===== config.mk =====
export PLATFORM = sky130hd
export DESIGN_NAME = gpio_cfg_port
export DESIGN_NICKNAME = d
export VERILOG_FILES = /design/src/rtl/gpio_port_pkg.sv /design/src/rtl/gpio_sync.sv /design/src/rtl/gpio_pin_mode.sv /design/src/rtl/gpio_regs.sv /design/src/rtl/gpio_cfg_port.sv
export SDC_FILE = /design/constraint.sdc
export NUM_CORES = 1
export LEC_CHECK = 0
export BUFFER_PORTS_ARGS = -buffer_cell sky130_fd_sc_hd__buf_4
export CORE_ASPECT_RATIO = 1.1
export CORE_MARGIN = 5
export CORE_UTILIZATION = 50
export CTS_CLUSTER_SIZE = 8
export DETAILED_ROUTE_END_ITERATION = 7
export PLACE_DENSITY = 0.81
export SLEW_MARGIN = 20
export SYNTH_ARGS = -nofsm -noshare
export SYNTH_HDL_FRONTEND = slang
export SYNTH_SLANG_ARGS = --single-unit

===== constraint.sdc =====
create_clock -name clk -period 1.5 [get_ports clk]
set_clock_uncertainty 0.2 [all_clocks]
set_input_delay 0.225 -clock clk [delete_from_list [all_inputs] [get_ports clk]]
set_output_delay 0.225 -clock clk [all_outputs]
set_load 0.01 [all_outputs]

===== src/rtl/gpio_port_pkg.sv =====
package gpio_port_pkg;

  typedef enum logic [1:0] {
    ADDR_LEVEL = 2'd0,
    ADDR_MODE  = 2'd1,
    ADDR_PINS  = 2'd2,
    ADDR_SPARE = 2'd3
  } port_addr_e;

  typedef struct packed {
    logic oe;
    logic out;
    logic pu;
  } pin_drive_t;

  // mode bit selects driving; level bit selects value or pull-up
  function automatic pin_drive_t decode_mode(input logic mode_b, input logic level_b);
    pin_drive_t d;
    d.oe  = mode_b;
    d.out = mode_b & level_b;
    d.pu  = ~mode_b & level_b;
    return d;
  endfunction

endpackage


===== src/rtl/gpio_sync.sv =====
module gpio_sync #(
  parameter int WIDTH  = 8,
  parameter int STAGES = 2
) (
  input  logic             clk,
  input  logic             rst,
  input  logic [WIDTH-1:0] d,
  output logic [WIDTH-1:0] q
);
  logic [WIDTH-1:0] stage_q [STAGES];

  generate
    for (genvar s = 0; s < STAGES; s++) begin : g_stage
      always_ff @(posedge clk) begin
        if (rst) stage_q[s] <= '0;
        else if (s == 0) stage_q[s] <= d;
        else stage_q[s] <= stage_q[(s == 0) ? 0 : s - 1];
      end
    end
  endgenerate

  assign q = stage_q[STAGES-1];

  // output follows input two edges later once out of reset
  a_r7_two_stage: assert property (@(posedge clk) disable iff (rst)
    (!$past(rst) && !$past(rst, 2)) |-> (q == $past(d, 2)));

endmodule


===== src/rtl/gpio_pin_mode.sv =====
module gpio_pin_mode
  import gpio_port_pkg::*;
(
  input  logic clk,
  input  logic rst,
  input  logic mode_b,
  input  logic level_b,
  output logic oe,
  output logic out,
  output logic pu
);
  pin_drive_t drv;

  always_comb drv = decode_mode(mode_b, level_b);

  assign oe  = drv.oe;
  assign out = drv.out;
  assign pu  = drv.pu;

  // pull-up and active drive never coexist
  a_r3_pu_excl_oe: assert property (@(posedge clk) disable iff (rst) !(pu && oe));
  // when not driving, the output value is held low
  a_r4_out_needs_oe: assert property (@(posedge clk) disable iff (rst) out |-> oe);

endmodule


===== src/rtl/gpio_regs.sv =====
module gpio_regs
  import gpio_port_pkg::*;
#(
  parameter int               WIDTH           = 8,
  parameter logic [WIDTH-1:0] INPUT_ONLY_MASK = 8'hC0,
  parameter int               HALT_BIT        = 7
) (
  input  logic             clk,
  input  logic             rst,
  input  logic             wr,
  input  logic [1:0]       addr,
  input  logic [WIDTH-1:0] wdata,
  output logic [WIDTH-1:0] level_q,
  output logic [WIDTH-1:0] mode_q,
  output logic             halt_q
);
  localparam logic [WIDTH-1:0] MODE_WRITABLE = ~INPUT_ONLY_MASK;

  port_addr_e sel;
  logic       wr_level, wr_mode;

  always_comb begin
    sel      = port_addr_e'(addr);
    wr_level = wr && (sel == ADDR_LEVEL);
    wr_mode  = wr && (sel == ADDR_MODE);
  end

  always_ff @(posedge clk) begin
    if (rst) begin
      level_q <= '0;
      mode_q  <= '0;
      halt_q  <= 1'b0;
    end else begin
      halt_q <= wr_level && wdata[HALT_BIT];
      if (wr_level) level_q <= wdata;
      if (wr_mode)  mode_q  <= wdata & MODE_WRITABLE;
    end
  end

  // mode write lands at the sampling edge, masked
  a_r8_mode_update: assert property (@(posedge clk) disable iff (rst)
    (wr && addr == 2'd1) |=> (mode_q == ($past(wdata) & MODE_WRITABLE)));
  // writes to pin-read and spare addresses leave registers alone
  a_r8_ro_write_ignored: assert property (@(posedge clk) disable iff (rst)
    (wr && addr[1]) |=> ($stable(level_q) && $stable(mode_q)));
  // halt only follows a level write with the trigger bit set
  a_r9_halt_cause: assert property (@(posedge clk) disable iff (rst)
    halt_q |-> $past(wr && addr == 2'd0 && wdata[HALT_BIT]));
  a_r9_halt_fires: assert property (@(posedge clk) disable iff (rst)
    (wr && addr == 2'd0 && wdata[HALT_BIT]) |=> halt_q);

endmodule


===== src/rtl/gpio_cfg_port.sv =====
module gpio_cfg_port
  import gpio_port_pkg::*;
#(
  parameter int               WIDTH           = 8,
  parameter logic [WIDTH-1:0] INPUT_ONLY_MASK = 8'hC0,
  parameter int               HALT_BIT        = 7,
  parameter int               SYNC_STAGES     = 2
) (
  input  logic             clk,
  input  logic             rst,
  input  logic             bus_wr,
  input  logic [1:0]       bus_addr,
  input  logic [WIDTH-1:0] bus_wdata,
  output logic [WIDTH-1:0] bus_rdata,
  input  logic [WIDTH-1:0] pin_in,
  output logic [WIDTH-1:0] pin_oe,
  output logic [WIDTH-1:0] pin_out,
  output logic [WIDTH-1:0] pin_pu,
  output logic             halt_req
);
  logic [WIDTH-1:0] level_q, mode_q, pins_sync;

  gpio_regs #(
    .WIDTH(WIDTH), .INPUT_ONLY_MASK(INPUT_ONLY_MASK), .HALT_BIT(HALT_BIT)
  ) u_regs (
    .clk(clk), .rst(rst), .wr(bus_wr), .addr(bus_addr), .wdata(bus_wdata),
    .level_q(level_q), .mode_q(mode_q), .halt_q(halt_req)
  );

  gpio_sync #(.WIDTH(WIDTH), .STAGES(SYNC_STAGES)) u_sync (
    .clk(clk), .rst(rst), .d(pin_in), .q(pins_sync)
  );

  generate
    for (genvar p = 0; p < WIDTH; p++) begin : g_pin
      gpio_pin_mode u_mode (
        .clk(clk), .rst(rst), .mode_b(mode_q[p]), .level_b(level_q[p]),
        .oe(pin_oe[p]), .out(pin_out[p]), .pu(pin_pu[p])
      );
    end
  endgenerate

  always_comb begin
    case (port_addr_e'(bus_addr))
      ADDR_LEVEL: bus_rdata = level_q;
      ADDR_MODE:  bus_rdata = mode_q;
      ADDR_PINS:  bus_rdata = pins_sync;
      default:    bus_rdata = '0;
    endcase
  end

  // input-only pins never drive
  a_r5_inonly_no_drive: assert property (@(posedge clk) disable iff (rst)
    (pin_oe & INPUT_ONLY_MASK) == '0);
  // the cycle after reset every pin floats and halt is low
  a_r6_reset_idle: assert property (@(posedge clk)
    $past(rst) |-> (pin_oe == '0 && pin_pu == '0 && !halt_req));
  // spare address reads as zero
  a_r1_spare_zero: assert property (@(posedge clk) disable iff (rst)
    (bus_addr == 2'd3) |-> (bus_rdata == '0));

endmodule


==> results <==
- The flow ran to the end, and the final reports show no timing, DRC or antenna violations.
- The total overflow left after global routing is 0.
- The type of destination of the critical path is an output pin.
- The most frequent standard cell in the layout excluding fill and tap cells is buf_4.
- During placement, the flow inserted port buffers numbering 49.
- Clock-pin slew was measured on the worst setup and hold paths at around 0.11 ns.
- The minimum clock period after layout is 1.49 ns.
- The number of DRC violations after detailed-routing iteration 0 is 25.
- The worst supply voltage drop on vdd is around 0.81 mV.
- The deepest clock path buffer count is 2.
- The buffer type at the clock tree root is clkbuf_4.
- The clock network burns 38.2% of the power.
- On the final layout, the worst hold slack is 0.0631 ns.
- The critical path class is reg -> out.
- The pin count of the biggest net entering global routing is 39.
- The count of mapped cells out of synthesis is 148.
- Summed over all nets, the half-perimeter wirelength after detailed placement is 2.20 mm.
- Buffers inserted during clock tree synthesis total 5.
- The max-cap check violation count is 0.
- The number of max-slew violations in the final report was 0.
- For this run, the register share of the synthesized area comes to 41.6%.
- The worst endpoint required time is 1.07 ns.
- The final route contains 1094 vias.
- Static timing analysis puts the maximum clock frequency at 0.669 GHz.
- The clock latency reported for the late side of the worst-skew pair is 0.33 ns.
- The path class of the lowest-slack min-delay path is in -> reg.
- The share of total power dissipated in sequential elements is 48.6%.
- In the layout the commonest cells are buf_4, mux2i_1, nor2b_1, nand2b_1, dfxtp_1.
- The synthesized cell area is 1490 µm².
- The switching power as a share of total power is 22.7%.
- In the global route stage, overall resource usage came out at 17.9%.
- The fraction of final layout cells with drive strength greater than 1 is 38.9%.
- The first TritonRoute pass finished after 4 iterations.
- The count of filler cells inserted in the layout is between 200 and 250.
- The repair_antennas step left the layout with diodes totalling 0.
- The number of H-tree levels is 2.
- The proportion of power drawn by combinational gates is 13.2%.
- TritonCTS built the clock tree.
- Each instance of the synthesized netlist takes up on average 10.1 µm².
- The hold violation total from the final report is 0.
- The initial standard-cell utilization of the core is 52.7%.
- The count of state elements after synthesis is 31.
- The floorplan step set the die height to 67.3 µm.
- The routed wire length is around 3.2 mm.
- The met1 usage in global routing is between 10% and 20%.
- The critical path arrival is 1.07 ns.
- The core region area is between 2000 and 3000 µm².
- Dividing the detail-routed wire length by the instance count gives around 14 µm.
- The die width is 62.1 µm.
- The power density over cell area is 906 nW/µm².
- The number of ports placed on the die boundary is 54.
- The finished cells cover around 2000 µm².
- Of all nets on the critical path, the largest fanout is 4.
- The number of unique standard cell types used by synthesis is 15.
- The met2 track demand over resource is 29.8%.
- The synthesis-to-finish area growth is 33.6%.
- The yosys synthesis warning count is 0.
- Using the TritonRoute via totals, the vias-per-cell ratio works out to 4.74.
- The global-route wire length before repair is 5.30 mm.
- The area of the die is 4170 µm².
- For this run, global-route usage on met3 was measured as 7.46%.
- The via count of the first global-routing pass is 1147.
- The total number of placement rows is 20.
- The switching power total is 409 µW.
- The most congested layer reported by global routing is met2.
- In the final timing run, aggregate negative setup slack is 0 ns.
- The leakage power figure is 0.000941 µW.
- The setup slack on the worst flop-to-flop path is 0.60 ns.
- Routability-driven placement finished with a final weighted congestion of 0.756.
- The number of antenna violations at the first check in global routing is 0.
- The internal portion of the total power is 1390 µW.
- Setup violations remaining at the end of the flow were counted as 0.
- For this run, the post-layout net count is ~220.
- Setup repair after global routing could not meet its margin everywhere.
- Once placement finished, the instance area stood at 1710 µm².
- The number of clock sinks is 31.
- The worst setup path is launched from a flip-flop.
- The remaining antenna violation count after routing is 0.
- The DRC violations left is 0.
- Of the available clock period, the critical path in the final layout requires 99.6%.
==> repair_timing <==
action | in CTS | in global routing
setup endpoints to repair | 6 | 13
cloned | 0 | 0
hold endpoints to repair | 23 | 0
hold buffers | 16 | 0
pin swaps | 2 | 3
setup buffers | 1 | 1
resized for setup | 6 | 6
==> cell families (layout without fill, tap and decap cells) <==
kind of cell / after synthesis / count (layout) / synth area share (%)
muxes: 22 / 22 / 14.8
and+or+nand+nor: 57 / 57 / 25.1
DFF: 31 / 31 / 41.6
buffers and inverters: 31 / 78 / 14.7
AOI/OAI and AO/OA: 6 / 6 / 3.53
other: 1 / 4 / 0.252
==> final timing paths <==
| check | startpoint | end | depth (start not counted) |
|---|---|---|---|
| max | u_regs.level_q[3]$_SDFFE_PP0P_ | bus_rdata[3] | 3 |
| min | bus_addr[0] | u_regs.halt_q$_SDFF_PP0_ | 3 |
| max reg2reg | u_regs.level_q[2]$_SDFFE_PP0P_ | u_regs.level_q[2]$_SDFFE_PP0P_ | 3 |
| min reg2reg | u_sync.stage_q[0][4]$_SDFF_PP0_ | u_sync.stage_q[1][4]$_SDFF_PP0_ | 1 |
==> power groups by stage <==
stage / sequential (µW) / combinational, µW / clock, µW
6_report: 876 / 238 / 688
5_1_grt: 882 / 260 / 745
4_1_cts: 876 / 236 / 701
3_5_place_dp: 894 / 202 / 0
3_3_place_gp: 892 / 196 / 0
2_1_floorplan: 888 / 138 / 0
==> cells in the mapped netlist (all sizes together) <==
| cell | n | area share [%] |
|---|---|---|
| nand3b | 1 | 1.3 |
| mux2i | 22 | 15 |
| or3b | 1 | 0.59 |
| conb | 1 | 0.25 |
| clkbuf | 3 | 0.76 |
| dfxtp | 31 | 42 |
| buf | 28 | 14 |
| nand2b | 22 | 9.2 |
| and2 | 6 | 2.5 |
| nor2 | 3 | 0.76 |
| o2bb2ai | 6 | 3.5 |
| nor2b | 23 | 9.8 |
| nor3b | 1 | 0.84 |
==> layout make-up <==
cell class | count | area (µm²) | area share, %
Sequential cell | 31 | 636 | 31.9
Timing Repair Buffer | 70 | 566 | 28.4
Tap cell | 33 | 41.3 | 2.07
Multi-Input combinational cell | 89 | 662 | 33.2
Clock inverter | 2 | 35.0 | 1.76
Clock buffer | 6 | 51.3 | 2.58
==> registers in the layout (all words and copies together), names as in the netlist <==
register and flops:
u_sync.stage_q 16, u_regs.mode_q 6, u_regs.halt_q 1, u_regs.level_q 8
==> layer usage <==
layer	up-vias	share of wire [%]
li1	548	-
met1	508	37
met2	34	55
met3	4	7.0
met4	0	1.3
met5	-	0
==> metrics by stage <==
stage                     power (µW)  std cells  setup WS [ns]  util (%)
after floorplan                 1030        151          0.297         -
after global placement          1090        205         0.0975      60.6
after detailed placement        1100        205         0.0751      60.6
after CTS                       1810        230       -0.00917      69.9
after global routing            1890        231        -0.0878      70.4
final                           1800        231        0.00579      70.4
==> worst max-delay path: stages, from the launching register on <==
cell,delay [ns]
dfxtp_2,0.36
mux2i_1,0.07
o2bb2ai_1,0.15
buf_4,0.15
Note: power is estimated with default switching activity, not from simulation.
